===== src/rtl/txm_pkg.sv =====
package txm_pkg;
    typedef enum logic [1:0] {
        SPILL_SETCAP = 2'd0,
        SPILL_LRU    = 2'd1,
        SPILL_VICTIM = 2'd2,
        SPILL_OTHER  = 2'd3
    } spill_kind_e;
endpackage


===== src/rtl/txm_satcnt.sv =====
// Saturating cycle counter: loads 1 on start, steps while run is high.
module txm_satcnt #(
    parameter int W = 16
) (
    input  logic         clk,
    input  logic         rst_n,
    input  logic         start,
    input  logic         run,
    output logic [W-1:0] cnt
);
    logic [W-1:0] cnt_d, cnt_q;

    always_comb begin
        cnt_d = cnt_q;
        if (start)
            cnt_d = W'(1);
        else if (run && (cnt_q != '1))
            cnt_d = cnt_q + W'(1);
    end

    always_ff @(posedge clk or negedge rst_n) begin
        if (!rst_n) cnt_q <= '0;
        else        cnt_q <= cnt_d;
    end

    assign cnt = cnt_q;
endmodule


===== src/rtl/txm_readset.sv =====
// Small associative set of first-read (address, PC) pairs for one transaction.
module txm_readset #(
    parameter int NOBJ = 4,
    parameter int AW   = 32,
    parameter int PW   = 32
) (
    input  logic          clk,
    input  logic          rst_n,
    input  logic          clr,
    input  logic          ld_en,
    input  logic [AW-1:0] ld_addr,
    input  logic [PW-1:0] ld_pc,
    input  logic [AW-1:0] probe_addr,
    output logic          probe_hit,
    output logic [PW-1:0] probe_pc
);
    typedef struct packed {
        logic [NOBJ-1:0]         used;
        logic [NOBJ-1:0][AW-1:0] addr;
        logic [NOBJ-1:0][PW-1:0] pc;
    } rs_t;

    rs_t rs_d, rs_q;
    logic seen, placed;
    logic [NOBJ-1:0] hit_vec;

    always_comb begin
        rs_d   = rs_q;
        seen   = 1'b0;
        placed = 1'b0;
        if (clr)
            rs_d.used = '0;
        for (int i = 0; i < NOBJ; i++) begin
            if (rs_d.used[i] && (rs_d.addr[i] == ld_addr))
                seen = 1'b1;
        end
        if (ld_en && !seen) begin
            for (int i = 0; i < NOBJ; i++) begin
                if (!placed && !rs_d.used[i]) begin
                    placed        = 1'b1;
                    rs_d.used[i]  = 1'b1;
                    rs_d.addr[i]  = ld_addr;
                    rs_d.pc[i]    = ld_pc;
                end
            end
        end
    end

    always_ff @(posedge clk or negedge rst_n) begin
        if (!rst_n) rs_q <= '0;
        else        rs_q <= rs_d;
    end

    for (genvar g = 0; g < NOBJ; g++) begin : g_match
        assign hit_vec[g] = rs_q.used[g] && (rs_q.addr[g] == probe_addr);
    end

    always_comb begin
        probe_pc = '0;
        for (int i = 0; i < NOBJ; i++) begin
            if (hit_vec[i])
                probe_pc = probe_pc | rs_q.pc[i];
        end
    end

    assign probe_hit = |hit_vec;
endmodule


===== src/rtl/txm_evslot.sv =====
// One-deep record holder: keeps the oldest unread record, flags later losses.
module txm_evslot #(
    parameter int W = 32
) (
    input  logic         clk,
    input  logic         rst_n,
    input  logic         cap,
    input  logic [W-1:0] cap_data,
    input  logic         ack,
    output logic         valid,
    output logic         lost,
    output logic [W-1:0] data
);
    typedef struct packed {
        logic         v;
        logic         l;
        logic [W-1:0] dat;
    } slot_t;

    slot_t sl_d, sl_q;

    always_comb begin
        sl_d = sl_q;
        if (ack) begin
            sl_d.v = 1'b0;
            sl_d.l = 1'b0;
        end
        if (cap) begin
            if (sl_d.v) begin
                sl_d.l = 1'b1;
            end else begin
                sl_d.v   = 1'b1;
                sl_d.dat = cap_data;
            end
        end
    end

    always_ff @(posedge clk or negedge rst_n) begin
        if (!rst_n) sl_q <= '0;
        else        sl_q <= sl_d;
    end

    assign valid = sl_q.v;
    assign lost  = sl_q.l;
    assign data  = sl_q.dat;
endmodule


===== src/rtl/txn_conflict_mon.sv =====
module txn_conflict_mon
    import txm_pkg::*;
#(
    parameter int AW   = 32,
    parameter int PW   = 32,
    parameter int TW   = 3,
    parameter int CW   = 24,
    parameter int NOBJ = 4
) (
    input  logic          clk,
    input  logic          rst_n,
    input  logic          tx_begin,
    input  logic          tx_restart,
    input  logic          tx_commit,
    input  logic          ld_valid,
    input  logic [PW-1:0] ld_pc,
    input  logic [AW-1:0] ld_addr,
    input  logic          viol_valid,
    input  logic [AW-1:0] viol_addr,
    input  logic [TW-1:0] viol_tid,
    input  logic          spill_start,
    input  logic [PW-1:0] spill_pc,
    input  logic [1:0]    spill_kind,
    input  logic          rd_conf,
    input  logic          rd_spill,
    output logic          conf_valid,
    output logic          conf_lost,
    output logic [AW-1:0] conf_addr,
    output logic [TW-1:0] conf_tid,
    output logic [PW-1:0] conf_pc,
    output logic [CW-1:0] conf_cycles,
    output logic          spill_valid,
    output logic          spill_lost,
    output logic [PW-1:0] spill_pc_o,
    output logic [1:0]    spill_kind_o,
    output logic [CW-1:0] spill_dur
);
    localparam int CREC_W = AW + TW + PW + CW;
    localparam int SREC_W = PW + 2 + CW;

    typedef struct packed {
        logic          active;
        logic          busy;
        logic [PW-1:0] spc;
        spill_kind_e   skind;
    } st_t;

    st_t st_d, st_q;

    logic          fresh;
    logic          probe_hit;
    logic [PW-1:0] probe_pc;
    logic          conf_cap;
    logic          spill_go;
    logic          spill_cap;
    logic          txn_active;
    logic [CW-1:0] cyc_cnt;
    logic [CW-1:0] spill_cnt;
    logic [CREC_W-1:0] conf_rec;
    logic [SREC_W-1:0] spill_rec;

    assign fresh      = tx_begin | tx_restart;
    assign txn_active = st_q.active;
    assign conf_cap   = viol_valid && st_q.active && probe_hit && !fresh;
    assign spill_go   = spill_start && st_q.active && !st_q.busy && !fresh && !tx_commit;
    assign spill_cap  = st_q.busy && tx_commit && !fresh;

    always_comb begin
        st_d = st_q;
        if (fresh) begin
            st_d.active = 1'b1;
            st_d.busy   = 1'b0;
        end else begin
            if (tx_commit || conf_cap) begin
                st_d.active = 1'b0;
                st_d.busy   = 1'b0;
            end
            if (spill_go) begin
                st_d.busy  = 1'b1;
                st_d.spc   = spill_pc;
                st_d.skind = spill_kind_e'(spill_kind);
            end
        end
    end

    always_ff @(posedge clk or negedge rst_n) begin
        if (!rst_n) st_q <= '0;
        else        st_q <= st_d;
    end

    txm_readset #(.NOBJ(NOBJ), .AW(AW), .PW(PW)) u_rset (
        .clk        (clk),
        .rst_n      (rst_n),
        .clr        (fresh | tx_commit | conf_cap),
        .ld_en      (ld_valid && (fresh || (st_q.active && !tx_commit && !conf_cap))),
        .ld_addr    (ld_addr),
        .ld_pc      (ld_pc),
        .probe_addr (viol_addr),
        .probe_hit  (probe_hit),
        .probe_pc   (probe_pc)
    );

    txm_satcnt #(.W(CW)) u_txcyc (
        .clk   (clk),
        .rst_n (rst_n),
        .start (fresh),
        .run   (st_q.active && !conf_cap && !tx_commit),
        .cnt   (cyc_cnt)
    );

    txm_satcnt #(.W(CW)) u_spcyc (
        .clk   (clk),
        .rst_n (rst_n),
        .start (spill_go),
        .run   (st_q.busy && !tx_commit),
        .cnt   (spill_cnt)
    );

    txm_evslot #(.W(CREC_W)) u_conf_slot (
        .clk      (clk),
        .rst_n    (rst_n),
        .cap      (conf_cap),
        .cap_data ({viol_addr, viol_tid, probe_pc, cyc_cnt}),
        .ack      (rd_conf),
        .valid    (conf_valid),
        .lost     (conf_lost),
        .data     (conf_rec)
    );

    txm_evslot #(.W(SREC_W)) u_spill_slot (
        .clk      (clk),
        .rst_n    (rst_n),
        .cap      (spill_cap),
        .cap_data ({st_q.spc, st_q.skind, spill_cnt}),
        .ack      (rd_spill),
        .valid    (spill_valid),
        .lost     (spill_lost),
        .data     (spill_rec)
    );

    assign {conf_addr, conf_tid, conf_pc, conf_cycles} = conf_rec;
    assign {spill_pc_o, spill_kind_o, spill_dur}       = spill_rec;
endmodule


===== config.mk =====
export PLATFORM = sky130hd
export DESIGN_NAME = txn_conflict_mon
export DESIGN_NICKNAME = d
export VERILOG_FILES = /design/src/rtl/txm_pkg.sv /design/src/rtl/txm_satcnt.sv /design/src/rtl/txm_readset.sv /design/src/rtl/txm_evslot.sv /design/src/rtl/txn_conflict_mon.sv
export SDC_FILE = /design/constraint.sdc
export NUM_CORES = 1
export LEC_CHECK = 0
export BUFFER_PORTS_ARGS = -buffer_cell sky130_fd_sc_hd__buf_4
export CORE_AREA = 10 10 231 233
export CTS_CLUSTER_DIAMETER = 100
export DETAILED_ROUTE_END_ITERATION = 8
export DIE_AREA = 0 0 241 243
export HOLD_SLACK_MARGIN = 0.06
export PLACE_DENSITY = 0.71
export SETUP_SLACK_MARGIN = 0.15
export SYNTH_ARGS = -nofsm -noshare
export SYNTH_HDL_FRONTEND = slang
export SYNTH_HIERARCHICAL = 1
export SYNTH_SLANG_ARGS = --single-unit

===== constraint.sdc =====
create_clock -name clk -period 9.4 [get_ports clk]
set_input_delay 1.41 -clock clk [delete_from_list [all_inputs] [get_ports clk]]
set_output_delay 1.41 -clock clk [all_outputs]
set_load 0.02 [all_outputs]

==> metrics.yaml, run 1 <==
synth_ff_type: "dfrtp_1"
syn_inst: 1771
std_cell_rows: 81
drt-wirelength-per-cell_um: 23.5
period_share: 0.644
grt_pass1_vias: 15800
die_w_um: 241
synth-edff-count: 0
core-area_mm2: 0.0486
grt.total_usage: 0.210
hold_viol_final: 0
overflow: 0
start_util: 0.497
powerDensity_mw_per_mm2: 184
antenna_found_initial: 3
syn-cell-area_mm2: 0.0242
yosys_warnings: 6
drive_gt1_frac: 0.410
final_cell_area_mm2: 0.0281
dr_wl_met2_um: 29700
viasPerCell: 5.63
status: "finished, final reports clean"
hold_class: "flip-flop to flip-flop"
vias: 15100
hold_buffers: 0
ys_top_cells_by_area: "dfrtp_1, mux2_2, mux2_4"
crit_path_end_kind: "flip-flop"
timing.rr.end: "u_rset/rs_q[63]$_DFFE_PN0P_"
num_io_pins: 296
path_class: "primary input to flip-flop"
ys_seq_area_frac: 0.515
cts_root_buffer: "clkbuf_16"
cts.htree.levels: 2
maxSlewViolCount: 0
p_leak_nw: 13.8
rr_worst_depth: 16
fin_nets: 2158
synthArstFlopShare: 1.00
fin_tns_setup_ns: 0
fin_crit_ns: 6.05
setup_viol: 0
dr.pass1.iters: 5
cp.arrival_ns: 6.52
grt_max_degree: 180
clkSinkCount: 497
fin_skew_ns: 0.0189
post_cts_resized: 0
cts_buffers: 53
cts_buffer_depth: 3
mostFrequentLayoutCells: "dfrtp_1, buf_4, mux2_2"
yosysTopAreaCell: "dfrtp_1"
peakVddDrop_mv: 0.134
placed_area_mm2: 0.0264
max_freq_mhz: 165
fin_cells: 2679
wl_met1_um: 27600
tritoncts: "yes"
drc_errors: 0
yosysUniqueCellTypes: 53
first_iter_violations: 955
cp-startpoint: "viol_addr[23]"
gp_congestion: 0.957
clock_latency_ns: 0.59
yosys.area.top_type_share: 0.515
cp-start-kind: "primary input"
top_layer_used: "met5"
drtAntennaViolNets: 0
die_y_um: 243
final_util: 0.577
hold_ws_ns: 0.498
ys_seq_elements: 497
cp_max_fo: 64
crit_required_ns: 9.86
post-place-cells: 2580
synth_nets: 1916
portBuffers: 295
area.growth.synth_to_final_pct: 16.2
rsz0062_at_grt: "false"
postCtsSetupBuffers: 0
grt_pass1_wl_um: 96500
cts.clk_slew.worst_paths_ns: 0.06
wl_met3_um: 4070
avgSynthCellArea_um2: 13.6
post-dp-hpwl_um: 43300
place_ws_ns: 2.91
crit-reg2reg-launch: "u_rset/rs_q[247]$_DFFE_PN0P_"
relSlewSlack: 0.266
tightest_slew_ns: 1.10
ff2ff_setup_slack_ns: 3.92
critPathCapture: "u_rset/rs_q[63]$_DFFE_PN0P_"
die_area_mm2: 0.0586
layout_setup_ws_ns: 3.35
total_power_mw: 5.17
final_common_cell: "dfrtp_1"
drt-total-wl_um: 62900
drv_cap: 0
min_path_cells: 1
==> cells by family after synthesis <==
group | count (synthesis) | share of synthesized area
DFF | 497 | 0.515
xor gates and xnor gates | 286 | 0.104
muxes | 449 | 0.232
AOI/OAI and AO/OA | 107 | 0.0330
and+or+nand+nor | 305 | 0.0770
adders and majority gates | 2 | 0.00104
buffers and inverters | 125 | 0.0388
==> power breakdown <==
| part | leakage (nW) | internal [mW] | switching [mW] |
|---|---|---|---|
| Combinational | 6.39 | 0.331 | 0.321 |
| Sequential | 6.60 | 2.33 | 0.147 |
| Clock | 0.832 | 1.19 | 0.859 |
| Total | 13.8 | 3.85 | 1.33 |
==> layer usage <==
metal  track usage  up-vias
met3        0.0433      102
met5             0        -
met4        0.0675        4
li1              -     6755
met1         0.281     7800
met2         0.336      426
==> cells in the mapped netlist, drive strengths merged, types with 7 or more instances <==
master / instances
nor2: 50
clkbuf: 23
mux2: 447
nor4: 58
xnor2: 135
nand4: 58
a21oi: 14
dfrtp: 497
nor2b: 8
inv: 9
nand3: 22
nand2: 63
o21ai: 8
a22oi: 64
xor2: 151
or4: 7
buf: 93
nor3: 14
nand2b: 10
==> critical path, stage by stage <==
cell     delay, ns
buf_4         0.15
xnor2_1       0.32
nand4_1       0.25
nor4_1        0.51
nand4_1       0.25
nor4_4        0.31
buf_4         0.48
or4_1         0.19
and2_1        0.18
a211o_1       0.25
inv_1         0.15
nand2_1       0.16
or3_1         0.13
nor3_1        0.07
nor3_4        0.42
nand2_4       0.63
mux2_1        0.56
==> worst min path at each step <==
stage | start | endpoint | slack, ns
5_1_grt | u_conf_slot/data[84]$_DFFE_PN0P_ | u_conf_slot/data[84]$_DFFE_PN0P_ | 0.51
3_3_place_gp | u_rset/rs_q[63]$_DFFE_PN0P_ | u_rset/rs_q[63]$_DFFE_PN0P_ | 0.47
6_report | u_rset/rs_q[61]$_DFFE_PN0P_ | u_rset/rs_q[61]$_DFFE_PN0P_ | 0.50
2_1_floorplan | u_rset/rs_q[61]$_DFFE_PN0P_ | u_rset/rs_q[61]$_DFFE_PN0P_ | 0.46
3_5_place_dp | u_rset/rs_q[61]$_DFFE_PN0P_ | u_rset/rs_q[61]$_DFFE_PN0P_ | 0.49
4_1_cts | u_rset/rs_q[61]$_DFFE_PN0P_ | u_rset/rs_q[61]$_DFFE_PN0P_ | 0.50
==> final cells by class <==
class                      instances  area (µm²)
antenna                            1        2.50
multi-input combinational       1149       10800
tap                              622         778
inverter                           9        33.8
fill                            3944       20600
clock buffer                      80        1510
timing repair buffer             303        2310
sequential                       497       12400
clock inverter                    18         179
==> state kept, by name, indices dropped and copies added, names as in the netlist <==
| signal | flops |
|---|---|
| u_spill_slot/data | 58 |
| st_q | 35 |
| u_rset/rs_q | 260 |
| u_conf_slot/data | 91 |
| u_spill_slot/valid | 1 |
| u_txcyc/cnt | 24 |
| txn_active | 1 |
| u_conf_slot/valid | 1 |
| u_spcyc/cnt | 24 |
| u_conf_slot/lost | 1 |
| u_spill_slot/lost | 1 |
Note: power is estimated with default switching activity, not from simulation.
==> run 2: changes to the inputs <==
--- a/config.mk
+++ b/config.mk
@@ -11,7 +11,7 @@
 export DETAILED_ROUTE_END_ITERATION = 8
 export DIE_AREA = 0 0 241 243
 export HOLD_SLACK_MARGIN = 0.06
-export PLACE_DENSITY = 0.71
+export PLACE_DENSITY = 0.74
 export SETUP_SLACK_MARGIN = 0.15
 export SYNTH_ARGS = -nofsm -noshare
 export SYNTH_HDL_FRONTEND = slang
==> constraint.sdc (replaced) <==
create_clock -name clk -period 5.2 [get_ports clk]
set_input_delay 0.78 -clock clk [delete_from_list [all_inputs] [get_ports clk]]
set_output_delay 0.78 -clock clk [all_outputs]
set_load 0.02 [all_outputs]
==> run 2 against run 1 <==
Sequential power rose by 81%. Design area rose by 1.3%. Sequential share of layout area fell by 0.55 points. Count of clock-buffer cells in the layout rose by 3. Flip-flop and latch count did not move. Combinational power rose by 84%. Non-clock buffer count rose by 14. Via count rose by 0.58%. Critical path depth fell by 1. Critical endpoint is now u_rset/rs_q[84]$_DFFE_PN0P_. Largest cell class unchanged.
==> metrics.yaml, run 2 (synthesis results as in run 1) <==
relSlewSlack: 0.349
rr_worst_depth: 16
cts_root_buffer: "clkbuf_16"
top_register: "u_rset/rs_q"
hold_ws_ns: 0.163
setup_viol: 0
cp_max_fo: 24
post_cts_resized: 0
crit-reg2reg-launch: "u_rset/rs_q[171]$_DFFE_PN0P_"
fin_nets: 2173
drc_errors: 0
vias: 15200
hold_buffers: 0
status: "finished, final reports clean"
fin_tns_setup_ns: 0
postCtsSetupBuffers: 0
drt-total-wl_um: 64600
grt_pass1_vias: 15900
drive_gt1_frac: 0.415
crit_required_ns: 5.70
cts.clk_slew.worst_paths_ns: 0.06
area.growth.synth_to_final_pct: 17.6
die_w_um: 241
gp_congestion: 0.969
cts_buffer_depth: 3
die_area_mm2: 0.0586
clkSinkCount: 497
cp.arrival_ns: 5.04
num_io_pins: 296
path_class: "flip-flop to flip-flop"
ff2ff_setup_slack_ns: 0.66
clock_latency_ns: 0.61
grt_pass1_wl_um: 98900
final_common_cell: "dfrtp_1"
max_freq_mhz: 220
std_cell_rows: 81
peakVddDrop_mv: 0.236
drv_cap: 0
grt.total_usage: 0.218
die_y_um: 243
first_iter_violations: 1027
final_cell_area_mm2: 0.0284
hold_class: "primary input to async pin"
drtAntennaViolNets: 0
cts_buffers: 54
tightest_slew_ns: 0.977
start_util: 0.497
maxSlewViolCount: 0
largest_reg_flops: 260
cts.htree.levels: 2
fin_crit_ns: 4.54
timing.rr.end: "u_rset/rs_q[84]$_DFFE_PN0P_"
fin_skew_ns: 0.0208
crit_path_end_kind: "flip-flop"
period_share: 0.873
placed_area_mm2: 0.0266
hold_viol_final: 0
portBuffers: 295
p_leak_nw: 14.0
powerDensity_mw_per_mm2: 339
tritoncts: "yes"
drt-wirelength-per-cell_um: 24.0
dr.pass1.iters: 5
grt_max_degree: 125
cp-start-kind: "flip-flop"
rsz0062_at_grt: "false"
post-dp-hpwl_um: 45400
nFillCells: 3881
core-area_mm2: 0.0486
antenna_found_initial: 6
viasPerCell: 5.63
mostFrequentLayoutCells: "dfrtp_1, buf_4, mux2_2"
overflow: 0
==> run 2: cell types whose count changed in the layout (fill, tap and decap cells not counted), sizes merged <==
cell      change
buf          +14
bufinv        +2
clkbuf        +3
clkinv        -2
clkinvlp      +2
diode         +1
inv           -3
==> run 2: final cells by class <==
type	count	area [µm²]	area share
Inverter	9	33.8	0.00119
Antenna cell	2	5.00	0.000176
Timing Repair Buffer	317	2510	0.0884
Sequential cell	497	12400	0.438
Clock inverter	17	240	0.00845
Tap cell	622	778	0.0274
Clock buffer	83	1590	0.0560
Multi-Input combinational cell	1149	10800	0.381
==> run 2: how the worst max path moves through the flow <==
stage                                   endpoint  cells past startpoint  slack, ns                         start
floorplan            u_rset/rs_q[32]$_DFFE_PN0P_                     17       1.07                 viol_addr[21]
global placement     u_rset/rs_q[87]$_DFFE_PN0P_                     17       0.32                 viol_addr[11]
detailed placement   u_rset/rs_q[84]$_DFFE_PN0P_                     17       0.19                 viol_addr[11]
CTS                 u_rset/rs_q[217]$_DFFE_PN0P_                     16       0.72  u_rset/rs_q[171]$_DFFE_PN0P_
global route        u_rset/rs_q[217]$_DFFE_PN0P_                     16       0.48  u_rset/rs_q[191]$_DFFE_PN0P_
finish               u_rset/rs_q[84]$_DFFE_PN0P_                     16       0.66  u_rset/rs_q[171]$_DFFE_PN0P_
==> run 2: worst max-delay path, stage by stage (launching register included) <==
cell     delay [ns]
dfrtp_1        0.43
xnor2_1        0.17
nand4_1        0.17
nor4_1         0.11
nand4_1        0.15
nor4_4         0.06
or4_1          0.58
and2_1         0.22
a211o_1        0.37
inv_1          0.21
nand2_1        0.15
or3_1          0.37
nor3_1         0.35
nor3_4         0.13
nand2_4        0.32
buf_12         0.24
mux2_2         0.37
==> run 2: routing by layer <==
layer	track usage	vias to the layer above	part of all wire
li1	-	6789	-
met1	0.293	7806	0.44
met2	0.348	483	0.47
met3	0.0526	91	0.072
met4	0.0525	6	0.019
met5	0	-	0.00070
==> run 2: report_power, final <==
part           switching (mW)  leakage, nW  internal [mW]
Clock                    1.60        0.889           2.35
Sequential              0.274         6.60           4.20
Combinational           0.595         6.50          0.602
==> run 2: metrics by stage <==
stage	power, mW	std cells	setup slack (ns)	util
floorplan	5.20	1771	1.07	-
detailed placement	5.73	2594	0.191	0.547
finish	9.63	2696	0.658	0.584
global placement	5.69	2594	0.325	0.547
global route	10.0	2695	0.484	0.584
CTS	9.71	2694	0.720	0.584
==> run 3: changes to the inputs <==
--- a/config.mk
+++ b/config.mk
@@ -11,7 +11,7 @@
 export DETAILED_ROUTE_END_ITERATION = 8
 export DIE_AREA = 0 0 241 243
 export HOLD_SLACK_MARGIN = 0.06
-export PLACE_DENSITY = 0.74
+export PLACE_DENSITY = 0.76
 export SETUP_SLACK_MARGIN = 0.15
 export SYNTH_ARGS = -nofsm -noshare
 export SYNTH_HDL_FRONTEND = slang
==> run 3 against run 2 <==
First-iteration DRC count grew 6.0%. Via count is essentially flat. Register-to-register slack gained 0.04 ns. Clock skew grew 0.0025 ns. Critical path depth is the same. Fmax grew 0.99%. Clock power grew 3%. Count of clock-buffer cells in the layout shrank 15. Die area is the same. Sequential power is essentially flat. Highest routed layer unchanged.
==> metrics.yaml, run 3 (synthesis results as in run 1) <==
status: "finished, final reports clean"
core-area_mm2: 0.0486
setup_viol: 0
fin_cells: 2691
max_freq_mhz: 222
area.growth.synth_to_final_pct: 18.0
period_share: 0.865
clkSinkCount: 497
dr.pass1.iters: 5
total_power_mw: 9.74
hold_ws_ns: 0.291
crit_path_end_kind: "flip-flop"
die_y_um: 243
viasPerCell: 5.64
fin_crit_ns: 4.50
antenna_found_initial: 3
final_util: 0.586
hold_buffers: 0
largest_reg_flops: 260
grt_pass1_vias: 16100
cp_max_fo: 22
rr_worst_depth: 16
die_w_um: 241
hold_class: "primary input to async pin"
rsz0062_at_grt: "false"
layout_setup_ws_ns: 0.703
clock_latency_ns: 0.60
die_area_mm2: 0.0586
hold_viol_final: 0
placed_area_mm2: 0.0266
postCtsSetupBuffers: 0
post_cts_resized: 0
num_io_pins: 296
post-dp-hpwl_um: 46200
cts_root_buffer: "clkbuf_16"
first_iter_violations: 1089
relSlewSlack: 0.363
cts_buffer_depth: 3
maxSlewViolCount: 0
powerDensity_mw_per_mm2: 342
post-place-cells: 2597
cts.htree.levels: 2
path_class: "flip-flop to flip-flop"
drive_gt1_frac: 0.418
cts.clk_slew.worst_paths_ns: 0.06
drc_errors: 0
crit_required_ns: 5.67
mostFrequentLayoutCells: "dfrtp_1, buf_4, mux2_2"
grt.total_usage: 0.218
drv_cap: 0
overflow: 0
final_cell_area_mm2: 0.0285
cp.arrival_ns: 4.96
fin_tns_setup_ns: 0
grt_max_degree: 122
final_common_cell: "dfrtp_1"
start_util: 0.497
p_leak_nw: 14.0
drtAntennaViolNets: 0
fin_nets: 2174
std_cell_rows: 81
top_register: "u_rset/rs_q"
cp-start-kind: "flip-flop"
tritoncts: "yes"
tightest_slew_ns: 0.952
gp_congestion: 0.978
drt-total-wl_um: 65000
place_ws_ns: 0.245
drt-wirelength-per-cell_um: 24.2
cts_buffers: 52
fin_skew_ns: 0.0233
portBuffers: 295
vias: 15200
ff2ff_setup_slack_ns: 0.70
grt_pass1_wl_um: 99100
peakVddDrop_mv: 0.256
[run 3: changes by cell type in the layout (fill, tap and decap cells not counted)]
| cell | previous run | this run |
|---|---|---|
| clkbuf_8 | 11 | 7 |
| clkbuf_16 | 55 | 52 |
| inv_6 | 0 | 1 |
| clkinv_2 | 7 | 10 |
| clkinvlp_4 | 3 | 0 |
| buf_12 | 10 | 13 |
| bufinv_16 | 5 | 12 |
| clkinv_8 | 2 | 1 |
| clkbuf_1 | 17 | 9 |
[run 3: path summary, 6_finish.rpt]
path | from | end
min reg2reg | u_rset/rs_q[62]$_DFFE_PN0P_ | u_rset/rs_q[62]$_DFFE_PN0P_
max reg2reg | u_rset/rs_q[175]$_DFFE_PN0P_ | u_rset/rs_q[106]$_DFFE_PN0P_
max | u_rset/rs_q[175]$_DFFE_PN0P_ | u_rset/rs_q[106]$_DFFE_PN0P_
min in group clk | rd_conf | u_conf_slot/lost$_DFF_PN0_
min | rst_n | u_spill_slot/data[46]$_DFFE_PN0P_
max in group asynchronous | rst_n | u_rset/rs_q[208]$_DFFE_PN0P_
[run 3: critical path, cell delays in order, from the launching register on]
cell     delay [ns]
dfrtp_1        0.42
xnor2_1        0.30
nand4_1        0.18
nor4_1         0.47
nand4_1        0.26
nor4_4         0.39
or4_1          0.23
and2_1         0.20
a211o_1        0.16
inv_1          0.11
nand2_1        0.16
or3_1          0.14
nor3_1         0.07
nor3_4         0.42
nand2_4        0.29
buf_12         0.26
mux2_2         0.29
[run 3: layout make-up]
| cell class | instances | area (µm²) |
|---|---|---|
| multi-input cells | 1149 | 10800 |
| clock buffers | 68 | 1430 |
| fillers | 3827 | 20100 |
| diodes | 2 | 5.00 |
| repair buffers | 320 | 2570 |
| clock inverters | 24 | 435 |
| inverters | 9 | 33.8 |
| flip-flops and latches | 497 | 12400 |
| well taps | 622 | 778 |
[run 3: routing by layer]
| layer | GRT usage | routed length (µm) | part of all wire |
|---|---|---|---|
| met1 | 0.292 | 28400 | 0.44 |
| met2 | 0.349 | 30700 | 0.47 |
| met3 | 0.0482 | 4480 | 0.069 |
| met4 | 0.0603 | 1440 | 0.022 |
| met5 | 0 | 34 | 0.00052 |
[run 3: where the power goes]
group | internal [mW] | switching [mW]
registers | 4.20 | 0.272
clock network | 2.53 | 1.54
logic | 0.606 | 0.592
total | 7.34 | 2.41
